$ cat config.mk
export PLATFORM = sky130hd
export DESIGN_NAME = lsc_pwm_nine
export DESIGN_NICKNAME = d
export VERILOG_FILES = /design/src/rtl/lsc_pwm_pkg.sv /design/src/rtl/lsc_pwm_ctrl.sv /design/src/rtl/lsc_pwm_datapath.sv /design/src/rtl/lsc_pwm_nine.sv
export SDC_FILE = /design/constraint.sdc
export NUM_CORES = 1
export LEC_CHECK = 0
export BUFFER_PORTS_ARGS = -buffer_cell sky130_fd_sc_hd__buf_2
export CORE_ASPECT_RATIO = 0.5
export CORE_MARGIN = 8
export CORE_UTILIZATION = 35
export CTS_BUF_LIST = sky130_fd_sc_hd__clkbuf_4
export DETAILED_ROUTE_END_ITERATION = 7
export GPL_ROUTABILITY_DRIVEN = 0
export HOLD_SLACK_MARGIN = 0.08
export PLACE_DENSITY = 0.53
export SETUP_SLACK_MARGIN = 0.3
export SLEW_MARGIN = 20
export SYNTH_ARGS = -nofsm -noshare
export SYNTH_HDL_FRONTEND = slang
export SYNTH_SLANG_ARGS = --single-unit
$ cat constraint.sdc
create_clock -name clk -period 6.7 [get_ports clk]
set_input_delay 0.335 -clock clk [delete_from_list [all_inputs] [get_ports clk]]
set_output_delay 0.335 -clock clk [all_outputs]
set_load 0.005 [all_outputs]
$ cat src/rtl/lsc_pwm_pkg.sv
package lsc_pwm_pkg;

  localparam int NUM_CARRIERS = 8;
  localparam int HALF_CARRIERS = NUM_CARRIERS / 2;

  typedef enum logic [1:0] {
    DISP_INPHASE  = 2'b00,
    DISP_OPPOSED  = 2'b01,
    DISP_ALTERNATE = 2'b10
  } dispMode_e;

  typedef struct packed {
    logic sample;
  } ctlStrobe_t;

  localparam logic [7:0] IDLE_PATTERN = 8'b01010101;

  function automatic logic [7:0] levelPattern(input logic [3:0] lvl);
    logic [7:0] pat;
    case (lvl)
      4'd4:  pat = 8'b11001100;
      4'd3:  pat = 8'b11000101;
      4'd2:  pat = 8'b11000011;
      4'd1:  pat = 8'b01011100;
      4'hF:  pat = 8'b01010011;
      4'hE:  pat = 8'b00111100;
      4'hD:  pat = 8'b00110101;
      4'hC:  pat = 8'b00110011;
      default: pat = IDLE_PATTERN;
    endcase
    return pat;
  endfunction

endpackage

$ cat src/rtl/lsc_pwm_ctrl.sv
module lsc_pwm_ctrl
  import lsc_pwm_pkg::*;
#(
  parameter int BAND_W = 8
) (
  input  logic              clk,
  input  logic              rst,
  input  logic              tickIn,
  output ctlStrobe_t        strobe,
  output logic [BAND_W:0]   phase
);
  localparam int CW = BAND_W + 1;
  localparam logic [CW-1:0] PEAK = CW'(1 << BAND_W);

  logic dirUp;

  assign strobe.sample = tickIn;

  always_ff @(posedge clk) begin
    if (rst) begin
      phase <= '0;
      dirUp <= 1'b1;
    end else if (tickIn) begin
      if (dirUp) begin
        if (phase == PEAK - 1'b1) dirUp <= 1'b0;
        phase <= phase + 1'b1;
      end else begin
        if (phase == CW'(1)) dirUp <= 1'b1;
        phase <= phase - 1'b1;
      end
    end
  end

  // the phase never leaves the band height
  a_r2_phase_bound: assert property (@(posedge clk) disable iff (rst)
    phase <= PEAK);

  // each tick moves the phase by exactly one count
  a_r2_unit_step: assert property (@(posedge clk) disable iff (rst)
    tickIn |=> (phase == $past(phase) + 1'b1) || (phase == $past(phase) - 1'b1));

  // without a tick the phase holds
  a_r2_phase_hold: assert property (@(posedge clk) disable iff (rst)
    !tickIn |=> $stable(phase));

endmodule

$ cat src/rtl/lsc_pwm_datapath.sv
module lsc_pwm_datapath
  import lsc_pwm_pkg::*;
#(
  parameter int REF_W  = 12,
  parameter int BAND_W = 8
) (
  input  logic                    clk,
  input  logic                    rst,
  input  ctlStrobe_t              strobe,
  input  logic [BAND_W:0]         phase,
  input  logic signed [REF_W-1:0] refIn,
  input  logic [1:0]              modeIn,
  output logic [7:0]              switchOut,
  output logic [3:0]              levelOut
);
  localparam int CW     = BAND_W + 1;
  localparam int CARR_W = REF_W + 1;
  localparam int H      = 1 << BAND_W;
  localparam logic [CW-1:0] PEAK = CW'(H);

  logic signed [CARR_W-1:0] refExt;
  logic [NUM_CARRIERS-1:0]  above;
  logic [3:0]               aboveCount;
  logic [3:0]               levelNext;

  assign refExt = {refIn[REF_W-1], refIn};

  for (genvar k = 0; k < NUM_CARRIERS; k++) begin : g_band
    localparam logic signed [CARR_W-1:0] FLOOR = CARR_W'((k - HALF_CARRIERS) * H);
    logic                     mirror;
    logic [CW-1:0]            offset;
    logic signed [CARR_W-1:0] carrier;

    always_comb begin
      case (modeIn)
        DISP_OPPOSED:   mirror = (k < HALF_CARRIERS);
        DISP_ALTERNATE: mirror = ((k % 2) == 1);
        default:        mirror = 1'b0;
      endcase
      offset  = mirror ? (PEAK - phase) : phase;
      carrier = FLOOR + $signed({{(CARR_W-CW){1'b0}}, offset});
    end

    assign above[k] = (refExt > carrier);
  end

  always_comb begin
    aboveCount = '0;
    for (int i = 0; i < NUM_CARRIERS; i++) aboveCount = aboveCount + {3'b0, above[i]};
    levelNext = aboveCount - 4'd4;
  end

  always_ff @(posedge clk) begin
    if (rst) begin
      levelOut  <= 4'd0;
      switchOut <= IDLE_PATTERN;
    end else if (strobe.sample) begin
      levelOut  <= levelNext;
      switchOut <= levelPattern(levelNext);
    end
  end

  // four switches conduct in every state
  a_r8_four_on: assert property (@(posedge clk) disable iff (rst)
    $countones(switchOut) == 4);

  // level code stays within -4..+4
  a_r1_level_range: assert property (@(posedge clk) disable iff (rst)
    ($signed(levelOut) >= -4) && ($signed(levelOut) <= 4));

  // outputs hold between ticks
  a_r9_hold: assert property (@(posedge clk) disable iff (rst)
    !strobe.sample |=> $stable(levelOut) && $stable(switchOut));

  // the zero level always shows the idle pattern
  a_r7_zero_pattern: assert property (@(posedge clk) disable iff (rst)
    (levelOut == 4'd0) |-> (switchOut == 8'b01010101));

endmodule

$ cat src/rtl/lsc_pwm_nine.sv
module lsc_pwm_nine
  import lsc_pwm_pkg::*;
#(
  parameter int REF_W  = 12,
  parameter int BAND_W = 8
) (
  input  logic                    clk,
  input  logic                    rst,
  input  logic                    tickIn,
  input  logic signed [REF_W-1:0] refIn,
  input  logic [1:0]              modeIn,
  output logic [7:0]              switchOut,
  output logic [3:0]              levelOut
);
  ctlStrobe_t      strobe;
  logic [BAND_W:0] phase;

  lsc_pwm_ctrl #(.BAND_W(BAND_W)) u_ctrl (
    .clk    (clk),
    .rst    (rst),
    .tickIn (tickIn),
    .strobe (strobe),
    .phase  (phase)
  );

  lsc_pwm_datapath #(.REF_W(REF_W), .BAND_W(BAND_W)) u_dp (
    .clk       (clk),
    .rst       (rst),
    .strobe    (strobe),
    .phase     (phase),
    .refIn     (refIn),
    .modeIn    (modeIn),
    .switchOut (switchOut),
    .levelOut  (levelOut)
  );

endmodule

* After elaboration in Yosys (flattened, before gate mapping)
Memory sizes are Yosys's and may differ from the RTL's. A register that Yosys moved wholly into a read port is not among the register bits. Index checks and enable logic that the tools add are counted.
Word-level totals: register bits 14, ROM bits 128, input bits 17, output and inout bits 12, memories 1
Operators by class: $add $sub $neg 18, order comparisons 8, equality and inequality tests 4, multiplexer cells 10, reductions and logical operators 1
Memory list:
- (no name shown) | words 16, width 8, rd ports 1, clocked after Yosys merged registers in 1, wr ports 0, line lsc_pwm_pkg.sv:20 | case (lvl)
Operators with widths (number):
- $gt 12x12->1 | 4
- $gt 12x11->1 | 3
- $mux 9 | 4
- $add 11x10->12 const A | 2
- $add 4x1->4 | 6
- $add 10x9->11 const A | 2
- $gt 12x10->1 | 1
- $add 10x10->11 const A | 1
- $add 9x10->11 const A | 1
- $add 9x9->10 const A | 1
- $add 9x1->9 const B | 1
- $eq 9x1->1 const B | 1
- $eq 9x8->1 const B | 1
- $sub 9x1->9 const B | 1
- $sub 9x9->9 const A | 1
- $mux 1 | 6
- $sub 4x3->4 const B | 1
- $add 1x1->2 | 1
- $eq 2x1->1 const B | 1
- $eq 2x2->1 const B | 1
- $reduce_or 2->1 | 1

* Longest topological paths before layout
depth in word-level cells 14, mapped depth 26, gate-level depth less buffers 25

* By module
A second synthesis with hierarchy kept.
Unflattened totals: cells, all modules 356, area, all modules 2887.8 µm²
Modules (own cells, without submodules):
- lsc_pwm_datapath | times used 1, cells each 281, area each 2244.7 µm², sequential area each 240.2 µm²
- lsc_pwm_ctrl | times used 1, cells each 75, area each 643.1 µm², sequential area each 200.2 µm²

* Worst setup path after synthesis
OpenSTA, ideal clock, no wires.
kind reg-to-reg, start point reg u_ctrl.phase[1], end point reg u_dp.switchOut[6], setup time 0.117 ns, arrival 5.678 ns, required time 6.583 ns, setup slack 0.905 ns, cell stages (with the launch flop) 25, period minus slack after synthesis 5.795 ns, cells stage by stage dfxtp_1 -> buf_6 -> or3_1 -> or2_1 -> nand2_1 -> xnor2_1 -> ha_1 -> a21oi_1 -> o21ai_0 -> o21a_1 -> o21ai_0 -> o311ai_0 -> ha_1 -> inv_1 -> fa_1 -> inv_1 -> fa_1 -> inv_1 -> fa_1 -> fa_1 -> inv_1 -> ha_1 -> or4_1 -> o21ai_0 -> nand2b_1
On the way: word-level cells in the longest chain between the ends 12, elaborated cells on any way between the ends 27, those cells by class 16 x add/sub; 8 x order compare; 3 x mux
RTL lines:
- start, declared | line lsc_pwm_ctrl.sv:10 | output logic [BAND_W:0] phase
- start signal, assigned | line lsc_pwm_ctrl.sv:26 | phase <= phase + 1'b1;
- start signal, assigned | line lsc_pwm_ctrl.sv:29 | phase <= phase - 1'b1;
- $sub 9x9->9 | line lsc_pwm_datapath.sv:40 | offset = mirror ? (PEAK - phase) : phase;
- $mux 9 | line lsc_pwm_datapath.sv:40
- $add 11x10->12 | line lsc_pwm_datapath.sv:41 | carrier = FLOOR + $signed({{(CARR_W-CW){1'b0}}, offset});
- $gt 12x12->1 | line lsc_pwm_datapath.sv:44 | assign above[k] = (refExt > carrier);
- $add 1x1->2 | line lsc_pwm_datapath.sv:49 | for (int i = 0; i < NUM_CARRIERS; i++) aboveCount = aboveCount + {3'b0, above[i]};
- $add 4x1->4 (5 in series) | line lsc_pwm_datapath.sv:49
- $add 4x1->4 * | line lsc_pwm_datapath.sv:49
- $sub 4x3->4 * | line lsc_pwm_datapath.sv:50 | levelNext = aboveCount - 4'd4;
- via u_dp.levelNext[1] | line lsc_pwm_datapath.sv:24 | logic [3:0] levelNext;
- end, declared | line lsc_pwm_datapath.sv:13 | output logic [7:0] switchOut,
The timed path passes the listed nets; every way through them passes the cells marked *. A chain may end at the register's enable or synchronous reset.

* Final worst setup path
start point reg u_ctrl.phase[5], end point reg u_dp.switchOut[6]
The elaborated chain is that of the path after synthesis.

==> reports/results.tsv <==
stage	metric	value	unit
synthesis	synth_fa_ha_area_share	27.62	%
min_path	hp-class	input port to flop	
synthesis	ys_types	56	
cells_and_area	diodes	0	
critical_path	timing.rr.start	u_ctrl.phase[5]	
cells_and_area	regArea	442.9	um^2
power	p_per_area	207.0	nW/um^2
synthesis	synth_edf_count	0	
grt	grt_antenna_before_repair	0	
cells_and_area	mostFrequentLayoutCells	55 x ha_1, 40 x nand2_1, 34 x nor2_1	
synthesis	synth_xor_area_share	9.206	%
clock_tree	cts_hold_buf	0	
timing	post-route-period-util	90.79	%
die	start_util	35.80	%
min_path	holdPathEnd	u_dp.levelOut[3]	
critical_path	rr_worst_depth	21	
grt	grt_pass1_wl	12690	um
synthesis	netlist_area	2854	um^2
synthesis	synth_compound_area_share	17.67	%
synthesis	synthArstFlopShare	0	%
timing	drv_slew	0	
critical_path	reg2reg_to	u_dp.switchOut[6]	
run_status	status	complete, no violations	
timing	clock_skew	0.009033	ns
synthesis	synthSimpleGateAreaFrac	21.13	%
grt	grt_max_degree	32	
critical_path	r2r_slack	0.62	ns
grt	grt-ovfl-total	0	
critical_path	required	6.92	ns
clock_tree	clockBufferDepth	2	
critical_path	cp_max_fo	8	
cells_and_area	fin_cells	497	
route	via_per_inst	5.183	
route	wl	7500	um
cells_and_area	multi_input_area	2255	um^2
route	vias	2576	
placement	placed_cells	492	
timing	max_freq	164.4	MHz
route	dr.pass1.iters	4	
die	dieArea	11470	um^2
route	drc	0	
synthesis	ys_ff_latch	22	
die	die_y	79.85	um
timing	whs	0.4134	ns
synthesis	yosys_warnings	0	
clock_tree	cts_buffers	3	
critical_path	startpoint_type	flop	
clock_tree	tritoncts	built	
timing	hold_viol	0	
cells_and_area	nFillCells	830	
power	leakagePower	1.365	nW
die	rows	23	
timing	fin_crit	6.083	ns
route	antenna_left	0	
clock_tree	cts-root-buf	clkbuf_4	
die	core_area	7971	um^2
timing	rsz0062_at_grt	false	
timing	setup_tns	0	ns
clock_tree	htreeDepth	1	
timing	setup_viol	0	
grt	track_usage	13.56	%
critical_path	arrival	6.30	ns
cells_and_area	drive_above_1_share	13.51	%
cells_and_area	layout.nets	463	
clock_tree	clkTransAtPathRegs	0.13	ns
cells_and_area	utilization	39.43	%
synthesis	ys_seq_area_share	15.43	%
min_path	hold_start	rst	
route	drt_iter0_markers	219	
min_path	hold_path_depth	2	
route	routedWlPerCell	15.09	um
synthesis	synth_top_family_by_area	adder cells	
timing	worst_pin_slew	0.6126	ns
synthesis	synthCells	365	
clock_tree	clk_latency	0.31	ns
clock_tree	cts.sinks	22	
power	vdd_drop_max	144.6	uV
synthesis	synth_nets	442	
synthesis	synth.avg_cell_area	7.819	um^2
placement	numPortBuffers	28	
critical_path	setup.worst_path.end_class	flop	
synthesis	ys.flop_type	dfxtp_1	
placement	dp_hpwl	6208	um
critical_path	critical_path_class	flop to flop	
die	pin_count	29	
cells_and_area	layout_commonest_cell	ha_1	
synthesis	synthMuxAreaShare	1.797	%
grt	first_global_vias	2461	
die	die_w	143.7	um
timing	relSlewSlack	58.92	%
cells_and_area	syn_to_final_growth	10.13	%
job	maxCapViolations	0	
[layout make-up]
class / count / area share, %
flip-flops and latches: 22 / 14.09
clock buffers: 3 / 0.7166
repair buffers: 31 / 5.175
clock inverters: 1 / 0.1194
well taps: 112 / 4.459
multi-input cells: 297 / 71.74
inverters: 31 / 3.702
[registers in the layout, summed over array words and instances, names as in the netlist]
name,flops
u_ctrl.dirUp,1
u_ctrl.phase,9
u_dp.switchOut,8
u_dp.levelOut,4
[metrics by stage]
stage | area [um^2] | setup WS, ns | power, mW
finish | 3143 | 0.6169 | 0.6507
global route | 3143 | 0.3453 | 0.7277
CTS | 3088 | 0.4024 | 0.6284
detailed placement | 3062 | 0.4259 | 0.5634
global placement | 3062 | 0.4675 | 0.5521
floorplan | 2854 | 0.9050 | 0.4531
[cells by family after synthesis]
logic type | count (synthesis)
fa+ha+maj | 60
buf+inv | 46
mux | 5
xor+xnor | 30
compound gates | 78
flops | 22
simple gates | 124
[per-layer routing]
metal	track usage [%]	routed length (um)	vias up
met3	2.029	455	4
met4	2.810	68	0
li1	-	-	1317
met5	0	0	-
met1	20.21	3874	1193
met2	19.86	3101	62
[report_power, final]
group          switching [mW]  leakage, nW  internal (mW)  total, mW
clock network          0.0406       0.0154         0.0217     0.0624
registers              0.0121        0.181          0.151      0.163
logic                   0.239         1.17          0.185      0.425
[critical path: stages, from the launching register on]
cell and delay (ns):
dfxtp_1 0.42, or4_4 0.61, nor3_2 0.17, xnor2_1 0.18, ha_1 0.36, inv_1 0.08
a21o_1 0.18, nor4_1 0.33, o31ai_2 0.14, ha_1 0.28, inv_1 0.05, fa_1 0.53
inv_1 0.05, fa_1 0.52, inv_1 0.06, fa_2 0.42, fa_2 0.64, inv_1 0.09
ha_1 0.17, or4_1 0.53, o21ai_0 0.09, nand2b_1 0.07
[synth_stat cells (2+ instances only)]
master | instances | area share [%]
ha_1 | 55 | 24
nand2_1 | 40 | 5.3
nor2_1 | 35 | 4.6
xnor2_1 | 30 | 9.2
inv_1 | 27 | 3.6
a21oi_1 | 25 | 4.4
dfxtp_1 | 22 | 15
o21ai_0 | 16 | 2.8
nand4_1 | 8 | 1.8
nor2b_1 | 8 | 1.8
clkbuf_1 | 7 | 0.92
nor4_1 | 6 | 1.3
a21o_1 | 5 | 1.3
fa_1 | 5 | 3.5
nand3_1 | 5 | 0.88
a211oi_1 | 4 | 1.1
and4_1 | 4 | 1.2
buf_2 | 4 | 0.70
clkinv_1 | 4 | 0.53
mux2i_1 | 4 | 1.4
nand2b_1 | 4 | 0.88
o21a_1 | 4 | 1.1
buf_6 | 3 | 1.2
nor3_1 | 3 | 0.53
a2111oi_0 | 2 | 0.61
a31oi_1 | 2 | 0.44
and3_1 | 2 | 0.44
o31ai_1 | 2 | 0.53
or3_1 | 2 | 0.44
[worst max path at each step]
| stage | from | end | slack (ns) | cells after the start |
|---|---|---|---|---|
| after CTS | u_ctrl.phase[0] | u_dp.switchOut[6] | 0.40 | 24 |
| after global routing | u_ctrl.phase[0] | u_dp.switchOut[6] | 0.35 | 23 |
| after floorplan | u_ctrl.phase[1] | u_dp.switchOut[6] | 0.91 | 24 |
| after global placement | u_ctrl.phase[0] | u_dp.switchOut[6] | 0.47 | 24 |
| after detailed placement | u_ctrl.phase[0] | u_dp.switchOut[6] | 0.43 | 24 |
| final | u_ctrl.phase[5] | u_dp.switchOut[6] | 0.62 | 21 |
[what timing repair did]
action,in CTS,in global routing
buffers inserted,0,1
setup endpoints to repair,0,8
gates resized for setup,0,13
(Power assumes the default switching activity.)
